===== src/rtl/tmr_pkg.sv =====
package tmr_pkg;
  localparam int DATA_W = 32;
  localparam int CNT_W  = 2 * DATA_W;
  localparam int NUM_CH = 6;
  localparam int WDT_CH = 5;

  // word index = byte address bits 5:2
  localparam logic [3:0] IX_CLO   = 4'd0;
  localparam logic [3:0] IX_CHI   = 4'd1;
  localparam logic [3:0] IX_M0    = 4'd2;
  localparam logic [3:0] IX_STAT  = 4'd8;
  localparam logic [3:0] IX_IEN   = 4'd9;
  localparam logic [3:0] IX_WDEN  = 4'd10;
  localparam logic [3:0] IX_DIV   = 4'd11;
  localparam logic [3:0] IX_LATCH = 4'd12;
  localparam logic [3:0] IX_SLO   = 4'd13;
  localparam logic [3:0] IX_SHI   = 4'd14;
endpackage


===== src/rtl/tmr_prescale.sv =====
module tmr_prescale #(
  parameter int DIV_W = 16
) (
  input  logic             clk,
  input  logic             rst_n,
  input  logic [DIV_W-1:0] div,
  input  logic             restart,
  output logic             tick
);
  logic [DIV_W:0] pcnt;

  // terminal count 2*div+1 gives a period of 2*(div+1)
  assign tick = (pcnt == {div, 1'b1}) && !restart;

  always_ff @(posedge clk or negedge rst_n) begin
    if (!rst_n)              pcnt <= '0;
    else if (restart | tick) pcnt <= '0;
    else                     pcnt <= pcnt + 1'b1;
  end
endmodule


===== src/rtl/tmr_counter.sv =====
module tmr_counter import tmr_pkg::*; (
  input  logic              clk,
  input  logic              rst_n,
  input  logic              tick,
  input  logic              wr_lo,
  input  logic              wr_hi,
  input  logic [DATA_W-1:0] wdata,
  input  logic              latch_go,
  output logic [CNT_W-1:0]  cnt,
  output logic [CNT_W-1:0]  snap
);
  always_ff @(posedge clk or negedge rst_n) begin
    if (!rst_n) begin
      cnt <= '0;
    end else if (wr_lo | wr_hi) begin
      if (wr_lo) cnt[DATA_W-1:0]     <= wdata;
      if (wr_hi) cnt[CNT_W-1:DATA_W] <= wdata;
    end else if (tick) begin
      cnt <= cnt + CNT_W'(1);
    end
  end

  always_ff @(posedge clk or negedge rst_n) begin
    if (!rst_n)        snap <= '0;
    else if (latch_go) snap <= cnt;
  end
endmodule


===== src/rtl/tmr_match.sv =====
module tmr_match import tmr_pkg::*; (
  input  logic                          clk,
  input  logic                          rst_n,
  input  logic                          tick,
  input  logic [DATA_W-1:0]             cnt_lo,
  input  logic [NUM_CH-1:0]             match_wr,
  input  logic [DATA_W-1:0]             wdata,
  input  logic [NUM_CH-1:0]             clr,
  output logic [NUM_CH-1:0][DATA_W-1:0] match_q,
  output logic [NUM_CH-1:0]             status,
  output logic [NUM_CH-1:0]             hit
);
  for (genvar n = 0; n < NUM_CH; n++) begin : g_ch
    assign hit[n] = tick && (cnt_lo == match_q[n]);

    always_ff @(posedge clk or negedge rst_n) begin
      if (!rst_n)           match_q[n] <= '1;
      else if (match_wr[n]) match_q[n] <= wdata;
    end

    // a new hit outranks a clear on the same edge
    always_ff @(posedge clk or negedge rst_n) begin
      if (!rst_n) status[n] <= 1'b0;
      else        status[n] <= (status[n] & ~clr[n]) | hit[n];
    end
  end
endmodule


===== src/rtl/match_timer_top.sv =====
module match_timer_top import tmr_pkg::*; #(
  parameter int ADDR_W = 8,
  parameter int DIV_W  = 16
) (
  input  logic              clk,
  input  logic              rst_n,
  input  logic              bus_wr,
  input  logic [ADDR_W-1:0] bus_addr,
  input  logic [DATA_W-1:0] bus_wdata,
  output logic [DATA_W-1:0] bus_rdata,
  output logic              irq,
  output logic              wdt_rst
);
  logic                          in_map, wr_ok;
  logic [3:0]                    widx;
  logic                          wr_lo, wr_hi, cnt_wr, latch_go, div_wr;
  logic [NUM_CH-1:0]             mwr, clr_mask, status, hit, ien;
  logic                          wden;
  logic [DIV_W-1:0]              div_q;
  logic                          tick;
  logic [CNT_W-1:0]              cnt, snap;
  logic [NUM_CH-1:0][DATA_W-1:0] match_q;
  logic                          unused_lsb;

  assign unused_lsb = ^bus_addr[1:0];
  assign in_map   = (bus_addr >> 6) == '0;
  assign widx     = bus_addr[5:2];
  assign wr_ok    = bus_wr & in_map;
  assign wr_lo    = wr_ok && (widx == IX_CLO);
  assign wr_hi    = wr_ok && (widx == IX_CHI);
  assign cnt_wr   = wr_lo | wr_hi;
  assign latch_go = wr_ok && (widx == IX_LATCH) && bus_wdata[0];
  assign div_wr   = wr_ok && (widx == IX_DIV);
  assign clr_mask = (wr_ok && (widx == IX_STAT)) ? bus_wdata[NUM_CH-1:0] : '0;

  always_comb begin
    for (int n = 0; n < NUM_CH; n++)
      mwr[n] = wr_ok && (widx == IX_M0 + 4'(n));
  end

  always_ff @(posedge clk or negedge rst_n) begin
    if (!rst_n) begin
      ien   <= '0;
      wden  <= 1'b0;
      div_q <= '0;
    end else begin
      if (wr_ok && (widx == IX_IEN))  ien  <= bus_wdata[NUM_CH-1:0];
      if (wr_ok && (widx == IX_WDEN)) wden <= bus_wdata[0];
      if (div_wr)                     div_q <= bus_wdata[DIV_W-1:0];
    end
  end

  tmr_prescale #(.DIV_W(DIV_W)) u_pre (
    .clk(clk), .rst_n(rst_n), .div(div_q), .restart(div_wr), .tick(tick)
  );

  tmr_counter u_cnt (
    .clk(clk), .rst_n(rst_n), .tick(tick), .wr_lo(wr_lo), .wr_hi(wr_hi),
    .wdata(bus_wdata), .latch_go(latch_go), .cnt(cnt), .snap(snap)
  );

  tmr_match u_match (
    .clk(clk), .rst_n(rst_n), .tick(tick), .cnt_lo(cnt[DATA_W-1:0]),
    .match_wr(mwr), .wdata(bus_wdata), .clr(clr_mask),
    .match_q(match_q), .status(status), .hit(hit)
  );

  assign irq = |(status & ien);

  always_ff @(posedge clk or negedge rst_n) begin
    if (!rst_n) wdt_rst <= 1'b0;
    else        wdt_rst <= hit[WDT_CH] & wden;
  end

  always_comb begin
    bus_rdata = '0;
    if (in_map) begin
      for (int n = 0; n < NUM_CH; n++)
        if (widx == IX_M0 + 4'(n)) bus_rdata = match_q[n];
      case (widx)
        IX_CLO:  bus_rdata = cnt[DATA_W-1:0];
        IX_CHI:  bus_rdata = cnt[CNT_W-1:DATA_W];
        IX_STAT: bus_rdata = DATA_W'(status);
        IX_IEN:  bus_rdata = DATA_W'(ien);
        IX_WDEN: bus_rdata = DATA_W'(wden);
        IX_DIV:  bus_rdata = DATA_W'(div_q);
        IX_SLO:  bus_rdata = snap[DATA_W-1:0];
        IX_SHI:  bus_rdata = snap[CNT_W-1:DATA_W];
        default: ;
      endcase
    end
  end
endmodule


===== config.mk =====
export PLATFORM = sky130hd
export DESIGN_NAME = match_timer_top
export DESIGN_NICKNAME = d
export VERILOG_FILES = /design/src/rtl/tmr_pkg.sv /design/src/rtl/tmr_prescale.sv /design/src/rtl/tmr_counter.sv /design/src/rtl/tmr_match.sv /design/src/rtl/match_timer_top.sv
export SDC_FILE = /design/constraint.sdc
export NUM_CORES = 1
export LEC_CHECK = 0
export BUFFER_PORTS_ARGS = -buffer_cell sky130_fd_sc_hd__buf_4
export CORE_MARGIN = 2
export CORE_UTILIZATION = 40
export DETAILED_ROUTE_END_ITERATION = 7
export PLACE_DENSITY = 0.65
export SLEW_MARGIN = 40
export SYNTH_ARGS = -nofsm -noshare
export SYNTH_HDL_FRONTEND = slang
export SYNTH_SLANG_ARGS = --single-unit

===== constraint.sdc =====
create_clock -name clk -period 2.5 [get_ports clk]
set_input_delay 0.5 -clock clk [delete_from_list [all_inputs] [get_ports clk]]
set_output_delay 0.5 -clock clk [all_outputs]
set_load 0.01 [all_outputs]

==> flow_summary.yaml <==
global_route:
  grt_start_max_net_pins: 66
  grt_pass1_vias: 17600
  overflow: 0
  grt_usage_pct: 31.2
  antenna_found_initial: 3
  grt_pass1_wl_mm: 122
die:
  core-area_um2: 51100
  start_util_pct: 40.4
  die_y_um: 231
  die_x_um: 231
  pin_count: 77
  fp-row-count: 83
  die_area_um2: 53400
hold_path:
  hold_path_end: "u_match.match_q[54]"
  hold_path_depth: 2
  hp-class: "in -> reg"
  holdCritStartpoint: "bus_wdata[22]"
worst_setup_path:
  regToRegSetupSlack_ps: 120
  critical_path_required_ps: 2000
  crit_chain: "buf_8, buf_12, buf_6, nor3_4, buf_6, buf_12, buf_4, a22oi_1, a41o_1, a21oi_1, buf_4, buf_6"
  critPathMaxStageDelay_ps: 290
  crit_top_cell: "buf_6"
  crit_arrival_ps: 2270
  cp_max_fo: 5
  rr_endpoint: "u_cnt.cnt[49]"
  path_class: "in -> out"
  end_kind: "output pin"
  crit_buf_inv: 8
  crit_slowest_cell: "a41o_1"
  rr_worst_depth: 7
  start_kind: "input pin"
  r2r_start: "u_cnt.cnt[30]"
  critical-path-top-delay-family: "buffers and inverters"
synth:
  synth.distinct_cells: 70
  ys_warn_count: 0
  netlist_area_um2: 20600
  synth_top_cell_by_area: "dfstp_2"
  synth_edf_count: 0
  ys_ff_latch: 367
  ys_async_sr_fraction_pct: 100
  synth_area_leaders: "dfstp_2, dfrtp_1, mux2_2"
  syn_nets: 1934
  yosysTopAreaCellShare_pct: 24.5
  synth_area_per_cell_um2: 10.9
  synthCells: 1889
  synth_seq_area_share_pct: 45.7
  synth_top_flop_cell: "dfstp_2"
cells_and_area:
  stdcell_area_um2: 26800
  syn_to_final_growth_pct: 30.0
  finish.utilization_pct: 52.5
  layout.cells.non_filler: 2852
  final_common_cell: "buf_4"
  fin_nets: 2182
  layout-drive-gt1-share_pct: 46.5
  layout_common_cells: "buf_4, mux2_2, dfstp_2"
timing:
  fin_ws_ps: -268
  max_freq_mhz: 361
  rsz0062_at_grt: "true"
  worst_pin_slew_ps: 760
  period_share_pct: 111
  fin_hold_ws_ps: 235
  min_period_ps: 2770
  relSlewSlack_pct: 49.4
  fin_worst_skew_ps: 17.2
  hold_viol: 0
  tns_ps: -5130
  finalMaxSlewViolations: 0
  setup_violations: 32
clock_network:
  cts_root_buffer: "clkbuf_16"
  htreeDepth: 2
  clock_latency_ps: 590
  cts_max_path_buffers: 3
  cts_tree: "done"
  cts_sinks: 367
  cts_inserted_buffers: 43
  clk_pin_slew_worst_paths_ps: 60
status:
  status: "complete, but fails checks"
  violations: "negative setup slack"
power_and_ir_drop:
  power.leakage_nw: 10.9
  peakVddDrop_uv: 477
  power_density_nw_per_um2: 715
route:
  wirelength_mm: 86.0
  drc: 0
  drt_first_pass_iters: 8
  drt-initial-drc-count: 2756
  routedWlPerCell_um: 30.2
  antenna_left: 0
  drt-vias-per-instance: 6.37
  vias: 18200
placed_design:
  place_inst: 2722
  postPlaceCellArea_um2: 23600
  post-dp-hpwl_mm: 60.4
  place.gp.congestion: 1.01
  io_buffers: 74
run:
  maxCapViolations: 0
## registers in the layout, summed over array words and instances, names as in the netlist
signal and count:
u_cnt.cnt 64, u_pre.pcnt 17, wden 1, div_q 16, ien 6, u_match.match_q 192
wdt_rst 1, u_cnt.snap 64, u_match.status 6
## synthesized netlist by cell type, drive strengths merged (41+ instances only)
cell,instances
buf,86
nor2,89
dfrtp,175
a31oi,54
xor2,44
o21ai,41
clkbuf,75
xnor2,179
a21oi,91
dfstp,192
mux2,269
nand2,81
a22oi,83
nand4,75
## repair_timing
action                                  CTS  global route
buffers inserted                         25            28
gates resized for setup                 143            70
cloned                                    5             9
pin swaps                                55            56
hold buffers                              1             0
endpoints found under the setup margin   32            36
hold endpoints to repair                 47             0
## where the power goes
part           total, mW  switching [mW]  internal (mW)
combinational       4.45            2.60           1.85
sequential          7.84           0.875           6.97
clock               6.87            2.67           4.20
## per-layer routing
metal	global-route usage, %	part of all wire, %	vias up
met5	0	0.053	-
met4	11.0	4.3	8
met2	46.1	43	1118
li1	-	-	7589
met1	44.1	41	9251
met3	8.21	11	211
## how the worst max path moves through the flow
stage / end / slack, ps / cells after the start / startpoint
CTS: bus_rdata[11] / -150 / 12 / bus_addr[5]
detailed placement: bus_rdata[15] / -440 / 9 / bus_addr[3]
floorplan: bus_rdata[10] / 3 / 7 / bus_addr[2]
finish: bus_rdata[9] / -270 / 12 / bus_addr[5]
global placement: bus_rdata[15] / -440 / 9 / bus_addr[2]
global route: bus_rdata[15] / -320 / 10 / bus_addr[5]
## per-stage QoR
step                power, mW  setup WS, ps
floorplan                9.86          2.82
global placement         11.9          -439
detailed placement       11.9          -437
CTS                      18.9          -151
global route             19.7          -319
finish                   19.2          -268
## cell families (layout without fill, tap and decap cells)
logic type / after synthesis / count (layout) / share of synthesized area, %
adders and majority gates: 2 / 2 / 0.121
buffers and inverters: 175 / 455 / 3.62
AOI/OAI and AO/OA: 461 / 461 / 15.9
xor gates and xnor gates: 223 / 223 / 9.47
and+or+nand+nor: 388 / 388 / 10.3
DFF: 367 / 367 / 45.7
other: 0 / 3 / 0
muxes: 273 / 273 / 14.9
## final cells by class
cell class	count	area [um2]
Timing Repair Buffer	364	3710
Antenna cell	3	7.51
Tap cell	680	851
Fill cell	4476	24300
Clock buffer	60	1280
Sequential cell	367	9430
Multi-Input combinational cell	1347	11200
Clock inverter	17	255
Inverter	14	52.6
No activity file was read; power rests on OpenSTA's default activity.
